File: config.mk
export PLATFORM = sky130hd
export DESIGN_NAME = instr_power_est
export DESIGN_NICKNAME = d
export VERILOG_FILES = /design/src/rtl/ipe_pkg.sv /design/src/rtl/ipe_coef_regs.sv /design/src/rtl/ipe_base_cost.sv /design/src/rtl/ipe_overhead.sv /design/src/rtl/instr_power_est.sv
export SDC_FILE = /design/constraint.sdc
export NUM_CORES = 2
export LEC_CHECK = 0
export ABC_AREA = 1
export BUFFER_PORTS_ARGS = -buffer_cell sky130_fd_sc_hd__buf_2
export CORE_ASPECT_RATIO = 0.5
export CORE_MARGIN = 4
export CORE_UTILIZATION = 40
export DETAILED_ROUTE_END_ITERATION = 6
export GPL_TIMING_DRIVEN = 0
export PLACE_DENSITY = 0.61
export SYNTH_ARGS = -nofsm -noshare
export SYNTH_HDL_FRONTEND = slang
export SYNTH_SLANG_ARGS = --single-unit
File: constraint.sdc
create_clock -name clk_i -period 14.7 [get_ports clk_i]
set_clock_uncertainty 0.2 [all_clocks]
set_input_delay 2.205 -clock clk_i [delete_from_list [all_inputs] [get_ports clk_i]]
set_output_delay 2.205 -clock clk_i [all_outputs]
set_load 0.02 [all_outputs]
File: src/rtl/ipe_pkg.sv
package ipe_pkg;
  localparam int DW     = 16;
  localparam int NCOEF  = 32;
  localparam int CAW    = $clog2(NCOEF);

  typedef enum logic [1:0] {CL_ALU = 2'd0, CL_MPU = 2'd1, CL_MOV = 2'd2, CL_OTH = 2'd3} cls_e;

  localparam int A_BUS   = 4;
  localparam int A_SEXT  = 5;
  localparam int A_SLC0  = 6;
  localparam int A_SW    = 10;
  localparam int A_MOVSG = 11;
  localparam int A_OVPRE = 12;
  localparam int A_IDLE  = 13;
  localparam int A_IMEM  = 14;
  localparam int A_PAIR  = 16;

  localparam int MEM_X_NUM = 15;
  localparam int MEM_Y_NUM = 37;
  localparam int MEM_SHIFT = 8;

  function automatic logic [4:0] ones16(input logic [15:0] v);
    logic [4:0] n;
    n = '0;
    for (int i = 0; i < 16; i++) n = n + 5'(v[i]);
    return n;
  endfunction

  function automatic logic [2:0] ones4(input logic [3:0] v);
    logic [2:0] n;
    n = '0;
    for (int i = 0; i < 4; i++) n = n + 3'(v[i]);
    return n;
  endfunction
endpackage

File: src/rtl/ipe_coef_regs.sv
module ipe_coef_regs
  import ipe_pkg::*;
#(
  parameter int W = 16
) (
  input  logic          clk_i,
  input  logic          rst_ni,
  input  logic          we_i,
  input  logic [CAW-1:0] addr_i,
  input  logic [W-1:0]  wdata_i,
  output logic [W-1:0]  coef_o [NCOEF]
);
  always_ff @(posedge clk_i or negedge rst_ni) begin
    if (!rst_ni) begin
      for (int i = 0; i < NCOEF; i++) coef_o[i] <= '0;
    end else if (we_i) begin
      coef_o[addr_i] <= wdata_i;
    end
  end

  a_r11_write_lands: assert property (@(posedge clk_i) disable iff (!rst_ni)
    we_i |=> coef_o[$past(addr_i)] == $past(wdata_i));
endmodule

File: src/rtl/ipe_base_cost.sv
module ipe_base_cost
  import ipe_pkg::*;
#(
  parameter int CW = 16,
  parameter int OW = 24
) (
  input  logic [1:0]    cls_i,
  input  logic          src_i,
  input  logic [DW-1:0] opnd_i,
  input  logic [DW-1:0] tog_i,
  input  logic [CW-1:0] coef_i [NCOEF],
  output logic [OW-1:0] base_o
);
  localparam int NSLC = DW / 4;

  logic [DW-1:0] zeros;
  logic [OW-1:0] slice_t [NSLC];
  logic [OW-1:0] flat_pre, mpu_pre, pre, sw_low, sign_w, sw;

  assign zeros = ~opnd_i;

  for (genvar s = 0; s < NSLC; s++) begin : g_slc
    assign slice_t[s] = OW'(ones4(zeros[4*s +: 4])) * OW'(coef_i[A_SLC0 + s]);
  end

  always_comb begin
    mpu_pre = '0;
    for (int s = 0; s < NSLC; s++) mpu_pre = mpu_pre + slice_t[s];
    flat_pre = OW'(ones16(zeros)) * OW'(coef_i[A_BUS])
             + (opnd_i[DW-1] ? '0 : OW'(coef_i[A_SEXT]));
    if (!src_i)              pre = '0;
    else if (cls_i == CL_MPU) pre = mpu_pre;
    else                      pre = flat_pre;

    sw_low = OW'(ones16({1'b0, tog_i[DW-2:0]})) * OW'(coef_i[A_SW]);
    case (cls_i)
      CL_MPU:  sign_w = OW'(coef_i[A_SW]) * OW'(5);
      CL_MOV:  sign_w = OW'(coef_i[A_MOVSG]);
      default: sign_w = OW'(coef_i[A_SW]);
    endcase
    sw = sw_low + (tog_i[DW-1] ? sign_w : '0);

    base_o = OW'(coef_i[cls_i]) + pre + sw;
  end

  always_comb begin
    a_r3_acc_no_pre: assert (src_i || pre == '0);
    a_r5_no_tog_no_sw: assert (tog_i != '0 || sw == '0);
  end
endmodule

File: src/rtl/ipe_overhead.sv
module ipe_overhead
  import ipe_pkg::*;
#(
  parameter int CW = 16,
  parameter int OW = 24
) (
  input  logic          prev_vld_i,
  input  logic [1:0]    prev_cls_i,
  input  logic          prev_src_i,
  input  logic [1:0]    cls_i,
  input  logic          src_i,
  input  logic [CW-1:0] coef_i [NCOEF],
  output logic [OW-1:0] ov_o
);
  logic           hit;
  logic [CAW-1:0] idx;

  assign hit = prev_vld_i && ((prev_cls_i != cls_i) || (prev_src_i != src_i));
  assign idx = CAW'(A_PAIR) + CAW'({prev_cls_i, cls_i});
  assign ov_o = hit ? OW'(coef_i[idx]) + OW'(coef_i[A_OVPRE]) : '0;

  always_comb begin
    a_r6_first_free: assert (prev_vld_i || ov_o == '0);
  end
endmodule

File: src/rtl/instr_power_est.sv
module instr_power_est
  import ipe_pkg::*;
#(
  parameter int COEF_W = 16,
  parameter int CYC_W  = 4,
  parameter int ACC_W  = 48,
  localparam int CUR_W = COEF_W + 8
) (
  input  logic              clk_i,
  input  logic              rst_ni,
  input  logic              clr_i,
  input  logic              cfg_we_i,
  input  logic [4:0]        cfg_addr_i,
  input  logic [COEF_W-1:0] cfg_wdata_i,
  input  logic              in_valid_i,
  output logic              in_ready_o,
  input  logic [1:0]        in_class_i,
  input  logic              in_regsrc_i,
  input  logic [15:0]       in_opnd_i,
  input  logic [15:0]       in_result_i,
  input  logic [1:0]        in_bank_i,
  input  logic [CYC_W-1:0]  in_cycles_i,
  output logic [CUR_W-1:0]  cur_o,
  output logic [ACC_W-1:0]  energy_o
);
  localparam int IW = CUR_W + CYC_W;

  logic [COEF_W-1:0] coef [NCOEF];
  logic              acc;
  logic              prev_vld_q, prev_src_q;
  logic [1:0]        prev_cls_q;
  logic [DW-1:0]     prev_res_q;
  logic [CUR_W-1:0]  base, ov, mem, cur_next;
  logic [IW-1:0]     incr;
  logic [ACC_W:0]    sum;
  logic [ACC_W-1:0]  energy_next;

  ipe_coef_regs #(.W(COEF_W)) u_coef (
    .clk_i, .rst_ni, .we_i(cfg_we_i), .addr_i(cfg_addr_i),
    .wdata_i(cfg_wdata_i), .coef_o(coef)
  );

  ipe_base_cost #(.CW(COEF_W), .OW(CUR_W)) u_base (
    .cls_i(in_class_i), .src_i(in_regsrc_i), .opnd_i(in_opnd_i),
    .tog_i(in_result_i ^ prev_res_q), .coef_i(coef), .base_o(base)
  );

  ipe_overhead #(.CW(COEF_W), .OW(CUR_W)) u_ov (
    .prev_vld_i(prev_vld_q), .prev_cls_i(prev_cls_q), .prev_src_i(prev_src_q),
    .cls_i(in_class_i), .src_i(in_regsrc_i), .coef_i(coef), .ov_o(ov)
  );

  assign in_ready_o = !clr_i;
  assign acc        = in_valid_i && in_ready_o;

  always_comb begin
    case (in_bank_i)
      2'd1:    mem = (CUR_W'(coef[A_IMEM]) * CUR_W'(MEM_X_NUM)) >> MEM_SHIFT;
      2'd2:    mem = (CUR_W'(coef[A_IMEM]) * CUR_W'(MEM_Y_NUM)) >> MEM_SHIFT;
      default: mem = '0;
    endcase
    cur_next    = acc ? base + ov + mem : CUR_W'(coef[A_IDLE]);
    incr        = acc ? IW'(cur_next) * IW'(in_cycles_i) : IW'(cur_next);
    sum         = (ACC_W+1)'(energy_o) + (ACC_W+1)'(incr);
    energy_next = sum[ACC_W] ? '1 : sum[ACC_W-1:0];
  end

  always_ff @(posedge clk_i or negedge rst_ni) begin
    if (!rst_ni) begin
      energy_o   <= '0;
      cur_o      <= '0;
      prev_vld_q <= 1'b0;
      prev_cls_q <= '0;
      prev_src_q <= 1'b0;
      prev_res_q <= '0;
    end else if (clr_i) begin
      energy_o   <= '0;
      cur_o      <= '0;
      prev_vld_q <= 1'b0;
      prev_cls_q <= '0;
      prev_src_q <= 1'b0;
      prev_res_q <= '0;
    end else begin
      energy_o <= energy_next;
      cur_o    <= cur_next;
      if (acc) begin
        prev_vld_q <= 1'b1;
        prev_cls_q <= in_class_i;
        prev_src_q <= in_regsrc_i;
        prev_res_q <= in_result_i;
      end
    end
  end

  a_r1_clr_zero: assert property (@(posedge clk_i) disable iff (!rst_ni)
    clr_i |=> (energy_o == '0) && (cur_o == '0) && !prev_vld_q);
  a_r8_monotonic: assert property (@(posedge clk_i) disable iff (!rst_ni)
    !clr_i |=> energy_o >= $past(energy_o));
  a_r10_sat_sticky: assert property (@(posedge clk_i) disable iff (!rst_ni)
    (energy_o == '1) && !clr_i |=> energy_o == '1);
  a_r9_idle_keeps_prev: assert property (@(posedge clk_i) disable iff (!rst_ni)
    !in_valid_i && !clr_i |=> (prev_cls_q == $past(prev_cls_q)) &&
                              (prev_src_q == $past(prev_src_q)) &&
                              (prev_res_q == $past(prev_res_q)));
endmodule

* Word level (Yosys, flattened, before mapping)
Index checks and enable logic that the tools add are counted.
** Storage, ports and cells
- Register bits :: 604
- Bits in latches :: 0
- Bits in writable memories :: 0
- Bits in read-only memories :: 0
- Input port bits :: 67
- Memories :: 0
** Cells by class
- $add $sub $neg :: 53
- $mul :: 10
- Divide/modulo/power cells :: 0
- Magnitude comparators :: 4
- Equal/unequal tests :: 6
- Shifts and indexed selects :: 0
- Mux-type cells :: 29
- Bitwise operators :: 5
- Reduce and logical (&&, ||, !) cells :: 6
** Operator list (number)
- $bwmux W512 :: 1
- $add A5 B1 Y5 :: 27
- $mux W16 :: 8
- $mux W24 :: 5
- $mux W48 :: 2
- $bmux W16 S5 :: 1
- $demux W16 S5 :: 1
- $mul A3 B16 Y19 :: 4
- $add A48 B28 Y49 :: 1
- $add A21 B24 Y24 :: 2
- $add A24 B19 Y24 :: 2
- $add A24 B24 Y24 :: 2
- $bmux W16 S3 :: 1
- $mul A5 B16 Y21 :: 2
- $pmux W19 S2 :: 1
- $mul A24 B4 Y28 :: 1
- $mux W28 :: 1
- $pmux W14 S2 :: 1
- $add A16 B24 Y24 :: 1
- $add A24 B14 Y24 :: 1
- $add A3 B1 Y3 :: 8
- $mul A16 B6 Y22 const B :: 1
- $add A19 B19 Y20 :: 1
- $mul A16 B4 Y20 const B :: 1
- 22 further kinds :: 37

* Logic depth before layout (Yosys ltp)
- Word-level depth :: 30
- Depth in mapped cells :: 83
- Mapped depth without buffers :: 82

* Modules after synthesis
A second synthesis with hierarchy kept.
** Unflattened totals
- Cell total of the unflattened synthesis :: 7629
- Area, all modules :: 54199.5 µm²
** Modules (own cells, without submodules)
- ipe_coef_regs :: instances 1, cells an instance 2267, area each 19652.6 µm², seq. area each 12812.3 µm²
- ipe_base_cost :: instances 1, cells an instance 2231, area each 15691.3 µm², seq. area each 0.0 µm²
- instr_power_est :: instances 1, cells an instance 2368, area each 15087.0 µm², seq. area each 2302.2 µm²
- ipe_overhead :: instances 1, cells an instance 763, area each 3768.6 µm², seq. area each 0.0 µm²

* Worst setup path before layout
No wires, ideal clock.
- Kind :: input-to-reg
- Start :: input in_opnd_i[0]
- End :: register energy_o[45]
- Setup time :: 0.113 ns
- Data arrival time :: 15.793 ns
- Slack :: -1.407 ns
- Stages on the path :: 72
- Path buffers :: 2
- Cells stage by stage :: inv_1 ha_1 inv_1 fa_1 inv_1 fa_1 fa_1 inv_1 fa_1 fa_1 fa_1 xnor2_1 inv_1 clkbuf_1 nor2_1 fa_1 inv_1 fa_1 (+36 left out) nor2_1 nand3_1 nand2_1 nor2_1 ha_1 a21oi_1 inv_1 a21oi_1 inv_1 nand2_1 nand2_1 nand2_1 nand2_4 inv_4 buf_6 nand3_2 nand2_1 inv_1
** On the way
- Word-level cells in the longest chain between the ends :: 30
- Elaborated cells between the ends (all ways) :: 37
** Ends and longest elaborated chain
- from (decl) :: RTL line instr_power_est.sv:19 : input logic [15:0] in_opnd_i,
- $not A16 Y16 * :: RTL line ipe_base_cost.sv:20 : assign zeros = ~opnd_i;
- $add A1 B1 Y2 :: RTL line ipe_pkg.sv:25, ipe_pkg.sv:32
- $add A5 B1 Y5 (14 in a row) :: RTL line ipe_pkg.sv:25 : for (int i = 0; i < 16; i++) n = n + 5'(v[i]);
- $mul A5 B16 Y21 :: RTL line ipe_base_cost.sv:29 : flat_pre = OW'(ones16(zeros)) * OW'(coef_i[A_BUS])
- $add A21 B24 Y24 :: RTL line ipe_base_cost.sv:30 : + (opnd_i[DW-1] ? '0 : OW'(coef_i[A_SEXT]));
- $mux W24 * :: RTL line ipe_base_cost.sv:32 : else if (cls_i == CL_MPU) pre = mpu_pre;
- $mux W24 * :: RTL line ipe_base_cost.sv:31 : if (!src_i) pre = '0;
- $add A16 B24 Y24 * :: RTL line ipe_base_cost.sv:43 : base_o = OW'(coef_i[cls_i]) + pre + sw;
- $add A24 B24 Y24 * :: RTL line ipe_base_cost.sv:43
- $add A24 B24 Y24 * :: RTL line instr_power_est.sv:62 : cur_next = acc ? base + ov + mem : CUR_W'(coef[A_IDLE]);
- $add A24 B14 Y24 * :: RTL line instr_power_est.sv:62
- $mux W24 * :: RTL line instr_power_est.sv:62
- $mul A24 B4 Y28 :: RTL line instr_power_est.sv:63 : incr = acc ? IW'(cur_next) * IW'(in_cycles_i) : IW'(cur_next);
- $mux W28 * :: RTL line instr_power_est.sv:63
- $add A48 B28 Y49 * :: RTL line instr_power_est.sv:64 : sum = (ACC_W+1)'(energy_o) + (ACC_W+1)'(incr);
- $mux W48 * :: RTL line instr_power_est.sv:65 : energy_next = sum[ACC_W] ? '1 : sum[ACC_W-1:0];
- $mux W48 * :: RTL line instr_power_est.sv:76 : end else if (clr_i) begin
- to (signal assigned) :: RTL line instr_power_est.sv:84 : energy_o <= energy_next;
- to (decl) :: RTL line instr_power_est.sv:24 : output logic [ACC_W-1:0] energy_o
Every way passes the cells marked *; elsewhere a longest branch is shown, timed or not.
A chain may end at the register's enable or synchronous reset.

* Worst setup path after layout
- Start :: input in_opnd_i[1]
- End :: register energy_o[0]
The elaborated chain is that of the path after synthesis.

==> metrics.yaml <==
cts:
  cts_inserted_buffers: 61
  clockBufferDepth: 3
  htree_num_levels: 2
  tritoncts: "built"
  cts_root_buffer: "clkbuf_16"
  clkLatencyLatePin_ns: 0.71
  clk_pin_slew_worst_paths_ns: 0.07
  postCtsHoldBufs: 0
  clock_sinks: 588
synth:
  ys_warn_count: 0
  synth_edf_count: 0
  yosysSeqAreaShare_pct: 28.8
  syn_area_mm2: 0.0510
  ys_types: 49
  syn_nets: 7571
  postSynthCellCount: 6747
  async_reset_ff_share_pct: 100
  synth_area_per_cell_um2: 7.56
  synthFlopType: "dfrtp_1"
  ys_seq_elements: 588
cells_and_area:
  finalNetCount: 7846
  regArea_mm2: 0.0147
  multi_input_area_mm2: 0.0332
  design_area_mm2: 0.0589
  nFillCells: 12614
  area_delta_synth_final_pct: 15.4
  layout-drive-gt1-share_pct: 11.2
sta:
  report.final.hold_viol_count: 0
  grt_setup_unrepaired: "true"
  finalSetupViolations: 48
  maxSlewViolCount: 0
  hold_ws_ns: 0.280
  fin_crit_sh_pct: 107
  tns_ns: -43.88
  worstMarginPinSlew_ns: 1.48
  fmax_mhz: 63.7
  final.setup.worst_slack_ns: -1.00
  slew_headroom_pct: 0.274
  fin_crit_ns: 15.70
place:
  placed_area_mm2: 0.0546
  place_ws_ns: -3.05
  place_congestion: 0.956
  dpl.hpwl_um: 134000
  portBuffers: 136
detailed_routing:
  totalWireLength_um: 173000
  drt_iter0_drc: 4174
  remaining_drc_errors: 0
  wire_per_inst_um: 19.8
  firstDrtPassIters: 6
  viasPerCell: 5.28
  num_vias: 46258
  ant_nets: 0
global_route:
  grt_pass1_wl_um: 269000
  antenna_found_initial: 7
  grt_usage_pct: 25.8
  grt_pass1_vias: 45259
  overflow: 0
  grt_max_degree: 112
worst_setup_path:
  crit_type: "input port to flop"
  cpPeakStageDelay_ns: 0.56
  worstPathArrival_ns: 16.08
  crit_required_ns: 15.08
  crit_buf_inv: 18
  crit_path_end_kind: "flop"
  cp_slowest_cell: "fa_2"
  crit_path_max_fanout: 5
  critical_path.top_delay_family: "adder cells"
  startpoint_type: "input port"
  crit_top_cell: "fa_1"
floorplanning:
  core-area_mm2: 0.126
  initial_core_util_pct: 40.4
  die_h_um: 261
  ios: 140
  die_area_mm2: 0.134
  row_count: 92
  die_x_um: 513
run_status:
  status: "finished with violations"
  violations: "capacitance limit, setup timing"
flow_run:
  drv_cap: 1
hold_path:
  hold_class: "flop to flop"
-- stage by stage --
step | cells | util [%]
3_3_place_gp | 8575 | 43.0
5_1_grt | 8763 | 46.6
4_1_cts | 8743 | 46.0
6_report | 8766 | 46.6
2_1_floorplan | 6747 | -
3_5_place_dp | 8582 | 43.2
-- cell families after synthesis --
group                      share of synthesized area, %
AOI/OAI and AO/OA                                  13.5
xor gates and xnor gates                           1.46
adders and majority gates                          24.9
buffers and inverters                              10.0
DFF                                                28.8
and+or+nand+nor                                    21.3
-- routing by layer --
metal	vias up	part of all wire, %	global-route usage [%]
met5	-	0	0
met4	0	3.5	8.26
met3	287	8.7	5.04
met2	1705	43	39.2
met1	22442	45	37.2
li1	21824	-	-
-- repair_timing --
| action | CTS | global route |
|---|---|---|
| resized for setup | 276 | 168 |
| pin swaps | 104 | 85 |
| cloned | 3 | 2 |
| setup endpoints to repair | 48 | 48 |
| buffers inserted | 55 | 17 |
-- final timing paths --
check,start,end,slack [ns],cells past startpoint
max in group asynchronous,rst_ni,u_coef.coef_o[421],11.05,4
max reg2reg,prev_res_q[1],energy_o[0],0.70,55
min,u_coef.coef_o[218],u_coef.coef_o[218],0.28,2
min in group asynchronous,rst_ni,u_coef.coef_o[44],1.22,1
max,in_opnd_i[1],energy_o[0],-1.00,74
min reg2reg,u_coef.coef_o[218],u_coef.coef_o[218],0.28,2
-- sequential cells by signal, indices dropped and copies added (netlist names) --
| register | cells |
|---|---|
| prev_cls_q | 2 |
| prev_src_q | 1 |
| energy_o | 48 |
| prev_vld_q | 1 |
| u_coef.coef_o | 496 |
| prev_res_q | 16 |
| cur_o | 24 |
-- layout by cell type (no fill, tap or decap), drive strengths merged, types with 11 or more instances in the layout --
| master | n |
|---|---|
| a21boi | 11 |
| a21o | 20 |
| a21oi | 305 |
| a32o | 16 |
| buf | 253 |
| clkbuf | 314 |
| clkinv | 18 |
| dfrtp | 588 |
| fa | 431 |
| ha | 326 |
| inv | 1074 |
| nand2 | 1793 |
| nand3 | 275 |
| nand3b | 15 |
| nand4 | 28 |
| nor2 | 509 |
| nor3 | 43 |
| o211ai | 44 |
| o21a | 11 |
| o21ai | 780 |
| o21bai | 25 |
| o221ai | 17 |
| o22ai | 27 |
| or2 | 18 |
| xnor2 | 34 |
| xor2 | 51 |
-- layout make-up --
| type | instances | area share [%] |
|---|---|---|
| Tap cell | 1692 | 3.59 |
| Clock buffer | 80 | 2.87 |
| Inverter | 1075 | 6.90 |
| Timing Repair Buffer | 218 | 2.64 |
| Clock inverter | 31 | 0.665 |
| Sequential cell | 588 | 25.0 |
| Buffer | 269 | 1.95 |
| Antenna cell | 4 | 0.0170 |
| Multi-Input combinational cell | 4809 | 56.4 |
-- cell usage after synthesis (3+ instances only) --
| cell | n | area, um2 |
|---|---|---|
| inv_1 | 1062 | 3990 |
| a211oi_1 | 4 | 30.0 |
| or2_2 | 18 | 113 |
| o211ai_1 | 44 | 330 |
| nand2_1 | 1788 | 6710 |
| a21boi_0 | 11 | 82.6 |
| buf_2 | 24 | 120 |
| nand3_2 | 6 | 60.1 |
| nand2_2 | 3 | 18.8 |
| o21ai_0 | 736 | 3680 |
| fa_1 | 431 | 8630 |
| xnor2_1 | 34 | 298 |
| ha_1 | 326 | 4080 |
| a32o_1 | 16 | 160 |
| nor3_2 | 4 | 40.0 |
| nor3_1 | 36 | 180 |
| nor2_1 | 506 | 1900 |
| o21ai_1 | 43 | 215 |
| buf_1 | 7 | 26.3 |
| a21oi_2 | 10 | 87.6 |
| o21bai_1 | 25 | 188 |
| o21a_1 | 11 | 82.6 |
| nand3_1 | 269 | 1350 |
| xor2_1 | 51 | 447 |
| and2_1 | 3 | 18.8 |
| a31oi_1 | 9 | 56.3 |
| a21oi_1 | 295 | 1480 |
| nor3_4 | 3 | 48.8 |
| o221ai_1 | 17 | 149 |
| a21o_1 | 20 | 150 |
| nor4_1 | 7 | 43.8 |
| nor2_2 | 3 | 18.8 |
| o22ai_1 | 27 | 169 |
| nand4_1 | 28 | 175 |
| nand3b_1 | 15 | 113 |
| dfrtp_1 | 588 | 14700 |
| inv_2 | 10 | 37.5 |
| clkbuf_1 | 242 | 908 |
-- tightest hold or removal path: cells and delay by family (launching register included) --
kind,cells,cell delay (ns)
simple gates,1,0.05
flops,1,0.34
compound gates,1,0.06
Power is left out: the tool's default activity adds up to more than one toggle a clock period on the data nets, which glitch-free logic cannot reach.
